==> config.mk <==
export PLATFORM = sky130hd
export DESIGN_NAME = sc_edge_rx
export DESIGN_NICKNAME = d
export VERILOG_FILES = /design/src/rtl/sc_rx_pkg.sv /design/src/rtl/sc_rx_timebase.sv /design/src/rtl/sc_rx_edge_cnt.sv /design/src/rtl/sc_rx_ctrl.sv /design/src/rtl/sc_edge_rx.sv
export SDC_FILE = /design/constraint.sdc
export NUM_CORES = 1
export LEC_CHECK = 0
export CORE_MARGIN = 1.5
export CORE_UTILIZATION = 35
export DETAILED_ROUTE_END_ITERATION = 16
export SLEW_MARGIN = 20
export SYNTH_ARGS = -nofsm -noshare
export SYNTH_HDL_FRONTEND = slang
export SYNTH_SLANG_ARGS = --single-unit
export TNS_END_PERCENT = 10
==> constraint.sdc <==
create_clock -name clk_i -period 2.5 [get_ports clk_i]
set_input_delay 0.5 -clock clk_i [delete_from_list [all_inputs] [get_ports clk_i]]
set_output_delay 0.5 -clock clk_i [all_outputs]
set_load 0.01 [all_outputs]
==> src/rtl/sc_rx_pkg.sv <==
package sc_rx_pkg;
  typedef enum logic [1:0] {
    RX_IDLE = 2'd0,
    RX_WAIT = 2'd1,
    RX_RECV = 2'd2
  } rx_state_e;
endpackage

==> src/rtl/sc_rx_timebase.sv <==
module sc_rx_timebase #(
  parameter int TICK_DIV = 32,
  parameter int TIME_W   = 16
) (
  input  logic              clk_i,
  input  logic              rst_ni,
  input  logic              clr_i,
  output logic              tick_o,
  output logic [TIME_W-1:0] time_o
);
  localparam int PW = (TICK_DIV > 1) ? $clog2(TICK_DIV) : 1;
  localparam logic [PW-1:0]     PRE_LAST = PW'(TICK_DIV - 1);
  localparam logic [TIME_W-1:0] TIME_MAX = {TIME_W{1'b1}};

  logic [PW-1:0]     pre_q;
  logic [TIME_W-1:0] time_q;

  assign tick_o = (pre_q == PRE_LAST);
  assign time_o = time_q;

  always_ff @(posedge clk_i or negedge rst_ni) begin
    if (!rst_ni) begin
      pre_q  <= '0;
      time_q <= '0;
    end else if (clr_i) begin
      pre_q  <= '0;
      time_q <= '0;
    end else begin
      pre_q <= tick_o ? '0 : pre_q + 1'b1;
      if (tick_o && time_q != TIME_MAX) time_q <= time_q + 1'b1;
    end
  end
endmodule

==> src/rtl/sc_rx_edge_cnt.sv <==
module sc_rx_edge_cnt #(
  parameter int CNT_W = 8
) (
  input  logic             clk_i,
  input  logic             rst_ni,
  input  logic             sc_i,
  input  logic             clr_i,
  output logic [CNT_W-1:0] cnt_o
);
  localparam logic [CNT_W-1:0] CNT_MAX = {CNT_W{1'b1}};

  logic             sc_q;
  logic [CNT_W-1:0] cnt_q;
  logic             edge_seen;

  assign edge_seen = sc_i ^ sc_q;
  assign cnt_o     = cnt_q;

  always_ff @(posedge clk_i or negedge rst_ni) begin
    if (!rst_ni) begin
      sc_q  <= 1'b0;
      cnt_q <= '0;
    end else begin
      sc_q <= sc_i;
      if (clr_i)                             cnt_q <= '0;
      else if (edge_seen && cnt_q != CNT_MAX) cnt_q <= cnt_q + 1'b1;
    end
  end

  // a full counter stays full until the window restarts
  p_sat_r9: assert property (@(posedge clk_i) disable iff (!rst_ni)
    (cnt_q == CNT_MAX && !clr_i) |=> cnt_q == CNT_MAX);
  // within a window the count never goes down (no wrap)
  p_nowrap_r9: assert property (@(posedge clk_i) disable iff (!rst_ni)
    !clr_i |=> cnt_q >= $past(cnt_q));
endmodule

==> src/rtl/sc_rx_ctrl.sv <==
module sc_rx_ctrl
  import sc_rx_pkg::*;
#(
  parameter int START_DLY = 490,
  parameter int WIN_TICKS = 150,
  parameter int CNT_LO    = 20,
  parameter int CNT_HI    = 60,
  parameter int MAX_BITS  = 32,
  parameter int CNT_W     = 8,
  parameter int TIME_W    = 16,
  parameter int NB_IN_W   = 6,
  localparam int NBW      = $clog2(MAX_BITS + 1)
) (
  input  logic                clk_i,
  input  logic                rst_ni,
  input  logic                start_i,
  input  logic [NB_IN_W-1:0]  nbits_i,
  input  logic [MAX_BITS-1:0] ks_i,
  input  logic                tick_i,
  input  logic [TIME_W-1:0]   time_i,
  input  logic [CNT_W-1:0]    cnt_i,
  output logic                win_clr_o,
  output logic                fin_o,
  output logic                busy_o,
  output logic                done_o,
  output logic [MAX_BITS-1:0] data_o,
  output logic [NBW-1:0]      nbits_o
);
  localparam int WW = (WIN_TICKS > 1) ? $clog2(WIN_TICKS) : 1;
  localparam logic [WW-1:0]     WIN_LAST = WW'(WIN_TICKS - 1);
  localparam logic [TIME_W-1:0] DLY_LAST = TIME_W'(START_DLY - 1);

  rx_state_e           state_q;
  logic [WW-1:0]       wcnt_q;
  logic [NBW-1:0]      bidx_q, nb_q, nb_clamp;
  logic [MAX_BITS-1:0] acc_q, acc_nx, ks_mask;
  logic                done_q;
  logic [MAX_BITS-1:0] data_q;
  logic [NBW-1:0]      nbo_q;
  logic                dly_end, win_end, bit_one, last_bit, fin;

  always_comb begin
    nb_clamp = (int'(nbits_i) > MAX_BITS) ? NBW'(MAX_BITS) : NBW'(nbits_i);
    for (int i = 0; i < MAX_BITS; i++) ks_mask[i] = (i < int'(nb_clamp));
  end

  assign dly_end   = (state_q == RX_WAIT) && tick_i && (time_i == DLY_LAST);
  assign win_end   = (state_q == RX_RECV) && tick_i && (wcnt_q == WIN_LAST);
  assign bit_one   = (int'(cnt_i) > CNT_LO) && (int'(cnt_i) < CNT_HI);
  assign last_bit  = (bidx_q == nb_q - 1'b1);
  assign acc_nx    = acc_q ^ (MAX_BITS'(bit_one) << bidx_q);
  assign fin       = !start_i && ((dly_end && nb_q == '0) || (win_end && last_bit));
  assign win_clr_o = dly_end || win_end;
  assign fin_o     = fin;
  assign busy_o    = (state_q != RX_IDLE);
  assign done_o    = done_q;
  assign data_o    = data_q;
  assign nbits_o   = nbo_q;

  always_ff @(posedge clk_i or negedge rst_ni) begin
    if (!rst_ni) begin
      state_q <= RX_IDLE;
      wcnt_q  <= '0;
      bidx_q  <= '0;
      nb_q    <= '0;
      acc_q   <= '0;
      done_q  <= 1'b0;
      data_q  <= '0;
      nbo_q   <= '0;
    end else if (start_i) begin
      state_q <= RX_WAIT;
      wcnt_q  <= '0;
      bidx_q  <= '0;
      nb_q    <= nb_clamp;
      acc_q   <= ks_i & ks_mask;
      done_q  <= 1'b0;
      data_q  <= '0;
      nbo_q   <= '0;
    end else begin
      done_q <= fin;
      if (fin) begin
        data_q <= win_end ? acc_nx : acc_q;
        nbo_q  <= nb_q;
      end
      unique case (state_q)
        RX_WAIT: if (dly_end) begin
          state_q <= (nb_q == '0) ? RX_IDLE : RX_RECV;
          wcnt_q  <= '0;
          bidx_q  <= '0;
        end
        RX_RECV: begin
          if (tick_i) wcnt_q <= win_end ? '0 : wcnt_q + 1'b1;
          if (win_end) begin
            acc_q  <= acc_nx;
            bidx_q <= bidx_q + 1'b1;
            if (last_bit) state_q <= RX_IDLE;
          end
        end
        default: ;
      endcase
    end
  end

  p_busy_r2: assert property (@(posedge clk_i) disable iff (!rst_ni)
    start_i |=> busy_o);
  p_done_pulse_r11: assert property (@(posedge clk_i) disable iff (!rst_ni)
    done_o |=> !done_o);
  p_data_hold_r11: assert property (@(posedge clk_i) disable iff (!rst_ni)
    !start_i |=> (done_o || ($stable(data_o) && $stable(nbits_o))));
  p_nbits_max_r7: assert property (@(posedge clk_i) disable iff (!rst_ni)
    int'(nbits_o) <= MAX_BITS);
  // the frame never ends before its last window closes
  p_full_len_r10: assert property (@(posedge clk_i) disable iff (!rst_ni)
    (state_q == RX_RECV && !start_i && !(win_end && last_bit)) |=> busy_o);
endmodule

==> src/rtl/sc_edge_rx.sv <==
module sc_edge_rx #(
  parameter int TICK_DIV  = 32,
  parameter int START_DLY = 490,
  parameter int WIN_TICKS = 150,
  parameter int CNT_LO    = 20,
  parameter int CNT_HI    = 60,
  parameter int CNT_W     = 8,
  parameter int MAX_BITS  = 32,
  parameter int TIME_W    = 16,
  parameter int NB_IN_W   = 6,
  localparam int NBW      = $clog2(MAX_BITS + 1)
) (
  input  logic                clk_i,
  input  logic                rst_ni,
  input  logic                start_i,
  input  logic [NB_IN_W-1:0]  nbits_i,
  input  logic [MAX_BITS-1:0] ks_i,
  input  logic                sc_i,
  output logic                busy_o,
  output logic                done_o,
  output logic [MAX_BITS-1:0] data_o,
  output logic [NBW-1:0]      nbits_o,
  output logic [TIME_W-1:0]   time_o
);
  logic             tick, win_clr, fin;
  logic [CNT_W-1:0] cnt;

  sc_rx_timebase #(.TICK_DIV(TICK_DIV), .TIME_W(TIME_W)) u_tb (
    .clk_i, .rst_ni, .clr_i(start_i | fin), .tick_o(tick), .time_o(time_o));

  sc_rx_edge_cnt #(.CNT_W(CNT_W)) u_ec (
    .clk_i, .rst_ni, .sc_i, .clr_i(win_clr), .cnt_o(cnt));

  sc_rx_ctrl #(
    .START_DLY(START_DLY), .WIN_TICKS(WIN_TICKS), .CNT_LO(CNT_LO), .CNT_HI(CNT_HI),
    .MAX_BITS(MAX_BITS), .CNT_W(CNT_W), .TIME_W(TIME_W), .NB_IN_W(NB_IN_W)
  ) u_ctrl (
    .clk_i, .rst_ni, .start_i, .nbits_i, .ks_i, .tick_i(tick), .time_i(time_o),
    .cnt_i(cnt), .win_clr_o(win_clr), .fin_o(fin), .busy_o, .done_o, .data_o, .nbits_o);

  p_time_clr_r12: assert property (@(posedge clk_i) disable iff (!rst_ni)
    done_o |-> time_o == '0);
endmodule

Yosys cells after proc, flatten, opt, wreduce, memory -nomap -nowiden
Index checks and enable logic that the tools add are counted.

storage, ports and cells
  output and inout bits = 56
  bits in registers = 123
  input bits = 42
  logic and storage cells = 123

cells by class
  reduce and logical (&&, ||, !) cells = 23
  mux-type cells = 30
  $add $sub $neg = 6
  bitwise gates (word level) = 4
  eq/ne operators = 12
  shift-type cells = 1
  magnitude comparators = 35

operators with widths
  kind                   number
  $mux 32                5
  $lt 5x6->1 const A     16
  $lt 4x6->1 const A     8
  $mux 8                 6
  $mux 6                 6
  $and 32x32->32         1
  $mux 16                2
  $shl 1x6->32           1
  $xor 32x32->32         1
  $lt 3x6->1 const A     4
  $add 16x1->16 const B  1
  $add 8x1->8 const B    2
  $eq 16x9->1 const B    1
  $ne 16x16->1 const B   1
  $pmux 8 s2             1
  $lt 1x6->1 const A     2
  $lt 2x6->1 const A     2
  $ne 3x2->1 const B     4
  $pmux 6 s2             1
  $logic_and 1x1->1      10
  $mux 2                 5
  $mux 5                 2
  $reduce_bool 2->1      5
  $eq 8x8->1 const B     1
  21 further kinds       23

Logic depth before layout (Yosys ltp)
Gate-level depths: netlist (run 1).

  depth after elaboration = 8
  gate-level depth with buffers = 12
  gate-level depth less buffers = 9

Hierarchy
From an unflattened synthesis (run 1), not the netlist that was laid out.

second synthesis, totals
  cell total of the unflattened synthesis = 678
  area total of the unflattened synthesis = 6,520.0 sq um

modules (own cells, without submodules)
  module          cells an instance  instances  seq. area each (sq um)  area each (sq um)
  sc_rx_ctrl      523                1          2,327.2                 4,943.5
  sc_rx_timebase  110                1          525.5                   1,107.3
  sc_rx_edge_cnt  44                 1          225.2                   462.9
  sc_edge_rx      1                  1          0.0                     6.3

Worst setup path before layout (run 1)
OpenSTA, ideal clock, no wires.

  path type = register to register
  from = register u_tb.pre_q[0]
  to = register u_ctrl.nbo_q[2] (netlist: u_ctrl.nbits_o[2])
  required time = 2,368 ps
  data arrival time = 2,408 ps
  library setup time = 132 ps
  slack = -40 ps
  period minus slack after synthesis = 2,540 ps
  buffers on the path = 3
  cell stages (with the launch flop) = 13
  path through = dfrtp_1 -> ha_1 -> and3_1 -> ha_1 -> buf_2 -> and4bb_2 -> nand3_2 -> nor3_1 -> a41o_2 -> buf_4 -> buf_6 -> mux2i_1 -> nor2_1

between the ends
  longest elaborated chain between the ends = 7
  elaborated cells between the ends (all ways) = 10
  those cells by class = 1 x eq/ne; 9 x reduce/logical

RTL lines
  item                                                line                                RTL
  start, declared                                     sc_rx_timebase.sv:15                logic [PW-1:0] pre_q;
  start signal, assigned                              sc_rx_timebase.sv:29                pre_q <= tick_o ? '0 : pre_q + 1'b1;
  $eq 5x5->1 (*)                                      sc_rx_timebase.sv:18                assign tick_o = (pre_q == PRE_LAST);
  $logic_and 1x1->1 (on tied branches) (2 in series)  sc_rx_ctrl.sv:47, sc_rx_ctrl.sv:48
  $logic_and 1x1->1                                   sc_rx_ctrl.sv:52                    assign fin = !start_i && ((dly_end && nb_q == '0) || (win_end && last_bit));
  $logic_or 1x1->1 (*)                                sc_rx_ctrl.sv:52
  $logic_and 1x1->1 (*)                               sc_rx_ctrl.sv:52
  $reduce_bool 2->1 (no line) (*)                     -
  end signal, assigned                                sc_rx_ctrl.sv:83                    nbo_q <= nb_q;
  end, declared                                       sc_rx_ctrl.sv:39                    logic [NBW-1:0] nbo_q;

Mark *: on every way between the ends. The rest lies on a longest branch, timed or not.
A chain may end at the register's enable or synchronous reset.

Final worst setup path (run 1)
  from = register u_tb.pre_q[0]
  to = register u_ctrl.data_q[27] (netlist: u_ctrl.data_o[27])

between the ends
  longest elaborated chain between the ends = 7
  elaborated cells between the ends (all ways) = 13
  those cells by class = 1 x eq/ne; 3 x mux; 9 x reduce/logical

RTL lines
  item                                                line                                RTL
  $eq 5x5->1 (*)                                      sc_rx_timebase.sv:18
  $logic_and 1x1->1 (on tied branches) (2 in series)  sc_rx_ctrl.sv:47, sc_rx_ctrl.sv:48
  $logic_and 1x1->1                                   sc_rx_ctrl.sv:52
  $logic_or 1x1->1                                    sc_rx_ctrl.sv:52
  $logic_and 1x1->1                                   sc_rx_ctrl.sv:52
  $reduce_bool 2->1 (no line)                         -
  end signal, assigned                                sc_rx_ctrl.sv:82                    data_q <= win_end ? acc_nx : acc_q;
  end, declared                                       sc_rx_ctrl.sv:38                    logic [MAX_BITS-1:0] data_q;

Mark *: on every way between the ends. The rest lies on a longest branch, timed or not. The select of a mux whose other input is x is not followed.

==> reports/metrics.csv, run 1 <==
stage;metric;value;unit
synth;yosysWarningCount;0;
clock_network;holdBufCountCts;0;
route;dr_wl_met2;8670;um
place;place_inst;1022;
worst_setup_path;endpoint_kind;register;
worst_hold_path;worst_hold_path_type;input pin to asynchronous set/reset pin;
global_route;antenna_found_initial;0;
place;placed_cell_area;8160;um2
sta;relSlewSlack;50.1;%
clock_network;path_clk_slew;0.06;ns
final_layout;drive_above_1_share;19.4;%
place;place.gp.congestion;0.889;
worst_setup_path;path_cells;ha_2 -> and3_4 -> ha_4 -> or4bb_4 -> nand4bb_4 -> nor3_4 -> a41o_4 -> buf_12 -> nor2_1 -> a211oi_1;
synth;synth_largest_area_cell;dfrtp_1;
synth;synth.most_common_cell;dfrtp_1;
die;core-area;18600;um2
worst_setup_path;crit_family;simple AND/OR/NAND/NOR gates;
synth;yosysTopAreaCellShare;46.6;%
synth;seq_area_frac_synth;46.6;%
final_layout;n_antenna_cell;0;
pwr;power;0.00549;W
synth;syn_inst;674;
die;die_w;140;um
die;dieArea;19700;um2
worst_setup_path;path_class;register to register;
route;drtAntennaViolNets;0;
synth;synth_nets;726;
die;start_util;35.5;%
die;dieHeight;140;um
status;violations;setup timing;
synth;synthTopCellsByArea;dfrtp_1 (47%), xnor2_1 (6.5%), nor2_1 (4.9%);
global_route;grt_pass1_wl;30200;um
sta;hold_viol;0;
route;vias;5679;
synth;async_reset_ff_share;100;%
clock_network;insertion_delay;0.43;ns
synth;synth_commonest_cells;dfrtp_1 (123), nor2_1 (87), nand2_1 (52);
sta;setup_viol;1;
synth;synth_seq_cells;123;
place;port_buffers;97;
synth;ys.flop_type;dfrtp_1;
route;dr.max_layer_used;met4;
final_layout;areaGrowthSynthToFinish;36.5;%
pwr;cellPowerDensity;608;nW/um2
final_layout;final_cells;1064;
route;wl_met3;949;um
final_layout;nets;869;
pwr;leakagePower;3.60;nW
clock_network;cts_tree;yes;
global_route;grt_max_degree;124;
sta;clock.fmax;400;MHz
sta;slew_violations;0;
sta;final.setup.worst_slack;-0.00215;ns
worst_setup_path;cp.required;2.83;ns
die;fp-row-count;50;
global_route;grt_pass1_vias;5738;
route;drt-vias-per-instance;5.34;
route;routed_wl;18600;um
synth;synth_edf_count;0;
synth;syn_area;6600;um2
status;status;complete, but fails checks;
worst_setup_path;path_buf_inv;1;
final_layout;final_cell_area;9010;um2
route;drc;0;
clock_network;htreeDepth;4;
route;first_pass_iters;5;
sta;worst_pin_slew;0.741;ns
sta;clock_skew;0.00769;ns
sta;fin_crit;2.50;ns
clock_network;numCtsBuffers;17;
route;wirelength_met1;8520;um
global_route;grt.total_usage;19.6;%
synth;postSynthAreaPerCell;9.80;um2
worst_setup_path;cp-start-kind;register;
global_route;grt_overflow;0;
die;num_io_pins;98;
clock_network;clk_path_buf_depth;2;
worst_setup_path;cp_max_fo;17;
synth;ys_types;64;
sta;rsz0062_at_grt;yes;
clock_network;clock-root-buffer;clkbuf_16;
worst_setup_path;critPathMaxStageDelay;0.46;ns
pwr;ir_worst_vdd;0.487;mV
route;wl_per_cell;17.5;um
clock_network;cts_sinks;123;
job;max_cap_viol_count;0;
place;hpwl;13000;um
sta;post-route-period-util;100;%
worst_setup_path;worstPathArrival;2.83;ns
worst_setup_path;crit_path_top_delay_cell;or4bb_4;
route;drt_first_iter_violations;440;
metal layers:
layer / vias up / track usage, %
met5: - / 0
met4: 0 / 7.48
met3: 35 / 4.21
met2: 166 / 31.0
met1: 2786 / 26.5
li1: 2692 / -
power breakdown:
part           internal, W  switching (W)
registers          0.00211       0.000106
logic             0.000338       0.000523
clock network      0.00146       0.000949
kinds of logic after synthesis:
kind of cell               share of synthesized area (%)
and+or+nand+nor                                     22.7
DFF                                                 46.6
AOI/OAI and AO/OA                                   13.1
xor gates and xnor gates                            9.42
buffers and inverters                               3.85
muxes                                               2.50
adders and majority gates                           1.89
layout make-up:
| type | instances | area, um2 |
|---|---|---|
| flip-flops and latches | 123 | 3080 |
| inverters | 10 | 37.5 |
| well taps | 234 | 293 |
| clock inverters | 15 | 153 |
| fillers | 1660 | 9570 |
| repair buffers | 166 | 1630 |
| multi-input cells | 499 | 3400 |
| clock buffers | 17 | 425 |
worst paths after layout:
| check | start | endpoint | slack [ns] | depth (start not counted) |
|---|---|---|---|---|
| worst max-delay path | u_tb.pre_q[0]$_DFF_PN0_ | u_ctrl.data_o[27]$_DFFE_PN0N_ | -0.002 | 10 |
| worst min-delay path | rst_ni | u_ctrl.data_o[23]$_DFFE_PN0N_ | 0.13 | 2 |
| worst max register to register | u_tb.pre_q[0]$_DFF_PN0_ | u_ctrl.data_o[27]$_DFFE_PN0N_ | -0.002 | 10 |
| worst min register to register | u_ctrl.nbits_o[5]$_DFFE_PN0N_ | u_ctrl.nbits_o[5]$_DFFE_PN0N_ | 0.52 | 2 |
| max in group asynchronous | rst_ni | u_ctrl.data_o[24]$_DFFE_PN0N_ | 1.78 | 2 |
| min in group clk_i | u_ctrl.nbits_o[5]$_DFFE_PN0N_ | u_ctrl.nbits_o[5]$_DFFE_PN0N_ | 0.52 | 2 |
registers in the layout (all words and copies together) (netlist names):
name,cells
u_ctrl.wcnt_q,8
u_tb.pre_q,5
u_ec.sc_q,1
u_tb.time_o,16
u_ctrl.data_o,32
u_ctrl.acc_q,32
u_ctrl.nb_q,6
u_ctrl.done_o,1
u_ec.cnt_o,8
u_ctrl.bidx_q,6
u_ctrl.nbits_o,6
u_ctrl.state_q,2
worst reg2reg max path: cells and delay by family, from the launching register on:
kind / cells / cell delay, ns
simple gates: 5 / 1.10
flops: 1 / 0.35
buf+inv: 1 / 0.19
compound gates: 2 / 0.44
fa+ha+maj: 2 / 0.32
cells in the final DEF, fill, tap and decap left out, types with 17 or more instances in the layout:
cell type        netlist  routed
nand2_1               52      52
clkdlybuf4s50_1        0      95
dfrtp_1              123     123
nor2_1                87      87
buf_4                  2      57
xor2_1                22      22
clkbuf_16              0      17
xnor2_1               49      49
a21oi_1               22      21
o21ai_0               25      24
nor3_1                27      23
nand3_1               25      25
stage by stage:
step           setup TNS, ns  hold slack, ns  utilization (%)  setup WS [ns]
2_1_floorplan              0           0.204                -        0.00674
3_5_place_dp           -2.25           0.512             43.9         -0.125
4_1_cts               -0.165           0.217             47.8        -0.0340
6_report            -0.00215           0.127             48.5       -0.00215
3_3_place_gp        -0.00533           0.496             43.9       -0.00533
5_1_grt                -7.10           0.235             48.5         -0.162
timing repair:
action,CTS,global route
cloned,2,0
buffers inserted,2,6
resized for setup,9,17
endpoints found under the setup margin,61,89
pin swaps,0,7
hold endpoints to repair,0,0
Power figures use the tool's default switching activity.
==> run 2, diff against run 1 <==
- CORE_UTILIZATION: 35 -> 50
- CTS_CLUSTER_DIAMETER: default -> 120
- PLACE_DENSITY: default -> 0.77
==> reports/metrics.csv, run 2 (synthesis results as in run 1) <==
stage;metric;value;unit
sta;relSlewSlack;51.5;%
status;violations;setup timing;
clock_network;path_clk_slew;0.06;ns
place;hpwl;12100;um
final_layout;final_cell_area;8880;um2
worst_setup_path;path_class;register to register;
sta;slew_violations;0;
sta;clock.fmax;399;MHz
final_layout;seqCellArea;3080;um2
final_layout;fill_cells;915;
worst_setup_path;cp-start-kind;register;
route;first_pass_iters;5;
sta;post-route-period-util;100;%
final_layout;layout_commonest_cell;dfrtp_1;
die;start_util;51.7;%
pwr;power;0.00549;W
final_layout;nets;858;
global_route;grt_pass1_vias;5627;
place;port_buffers;97;
clock_network;cts_sinks;123;
global_route;grt_overflow;0;
route;drc;0;
global_route;grt.total_usage;25.6;%
die;fp-row-count;41;
worst_setup_path;cp.required;2.80;ns
final_layout;final_cell_mix;dfrtp_1 (123), clkdlybuf4s50_1 (95), nor2_1 (86), nand2_1 (52), xnor2_1 (49);
sta;setup_viol;2;
clock_network;cts_tree;yes;
global_route;antenna_found_initial;0;
job;max_cap_viol_count;0;
clock_network;insertion_delay;0.43;ns
worst_hold_path;worst_hold_path_type;input pin to register;
clock_network;clk_path_buf_depth;2;
worst_setup_path;crit_path_top_delay_cell;or4bb_4;
clock_network;htreeDepth;4;
pwr;leakagePower;3.56;nW
die;core-area;12800;um2
worst_setup_path;path_cells;ha_2 -> and3_4 -> ha_4 -> or4bb_4 -> nand4bb_4 -> nor3_4 -> a41o_4 -> nand2b_1 -> buf_12 -> a211oi_1;
route;drtAntennaViolNets;0;
route;drt-vias-per-instance;5.89;
final_layout;areaGrowthSynthToFinish;34.5;%
sta;hold_viol;0;
worst_setup_path;critPathMaxStageDelay;0.46;ns
route;wl_per_cell;18.0;um
worst_setup_path;cp_max_fo;17;
final_layout;multi_input_area;3430;um2
sta;final.setup.worst_slack;-0.00730;ns
route;routed_wl;17800;um
route;vias;5833;
sta;rsz0062_at_grt;yes;
route;drt_first_iter_violations;571;
global_route;grt_max_degree;78;
die;dieHeight;118;um
sta;fin_crit;2.51;ns
worst_setup_path;r2r_slack;-0.007;ns
sta;worst_pin_slew;0.721;ns
sta;clock_skew;0.00613;ns
clock_network;clock-root-buffer;clkbuf_16;
pwr;cellPowerDensity;618;nW/um2
final_layout;drive_above_1_share;18.6;%
pwr;ir_worst_vdd;0.371;mV
clock_network;numCtsBuffers;17;
die;num_io_pins;98;
place;placed_cell_area;7980;um2
status;status;complete, but fails checks;
worst_setup_path;worstPathArrival;2.80;ns
place;place.gp.congestion;0.926;
worst_setup_path;endpoint_kind;register;
final_layout;n_antenna_cell;0;
die;dieArea;13900;um2
die;die_w;118;um
global_route;grt_pass1_wl;28400;um
==> run 2: what timing repair did <==
action | 4_1_cts | 5_1_grt
setup endpoints to repair | 9 | 81
gates cloned | 0 | 3
gates resized for setup | 4 | 29
hold endpoints to repair | 7 | 0
hold buffers | 1 | 0
pin swaps | 0 | 15
buffers inserted | 0 | 7
==> run 2: layout make-up <==
class / instances / share of cell area [%]
repair buffers: 155 / 17.3
flip-flops and latches: 123 / 34.7
clock buffers: 19 / 4.99
inverters: 10 / 0.423
clock inverters: 13 / 1.63
well taps: 172 / 2.42
multi-input cells: 499 / 38.6
==> run 2: through the flow <==
step | instances | setup WS, ns | hold slack (ns) | TNS (ns) | utilization [%]
6_report | 991 | -0.00730 | 0.391 | -0.00821 | 69.5
2_1_floorplan | 674 | 0.00674 | 0.204 | 0 | -
5_1_grt | 991 | -0.128 | 0.395 | -3.84 | 69.5
3_5_place_dp | 948 | -0.110 | 0.334 | -0.221 | 62.5
3_3_place_gp | 948 | 0.0625 | 0.334 | 0 | 62.5
4_1_cts | 981 | -0.0220 | 0.378 | -0.0998 | 67.3
==> run 2: worst paths after layout <==
kind,end,cells after the start,startpoint
hold / removal,u_ctrl.bidx_q[1]$_DFFE_PN0P_,2,start_i
setup / recovery,u_tb.time_o[1]$_DFFE_PN0P_,10,u_tb.pre_q[1]$_DFF_PN0_
setup reg to reg,u_tb.time_o[1]$_DFFE_PN0P_,10,u_tb.pre_q[1]$_DFF_PN0_
hold reg to reg,u_ctrl.nbits_o[0]$_DFFE_PN0N_,2,u_ctrl.nbits_o[0]$_DFFE_PN0N_
max in group asynchronous,u_ctrl.data_o[19]$_DFFE_PN0N_,3,rst_ni
min in group asynchronous,u_ec.cnt_o[3]$_DFFE_PN0P_,2,rst_ni
==> run 2: per-layer routing <==
layer  vias to the layer above  GRT usage (%)  routed length (um)
met3                        42           5.09                1120
met5                         -              0                   0
met2                       260           41.2                8650
met1                      2873           33.3                7570
met4                         0           11.8                 460
li1                       2658              -                   -
==> run 2: power breakdown <==
part	switching, W	internal [W]
combinational	0.000530	0.000314
clock	0.000929	0.00150
sequential	0.000108	0.00211
total	0.00157	0.00392
==> run 2: worst max-delay path, delay by kind of cell, from the launching register on <==
family,cells,cell delay (ns)
AOI/OAI and AO/OA,2,0.29
DFF,1,0.36
and+or+nand+nor,5,1.23
buffers and inverters,1,0.17
adders and majority gates,2,0.32
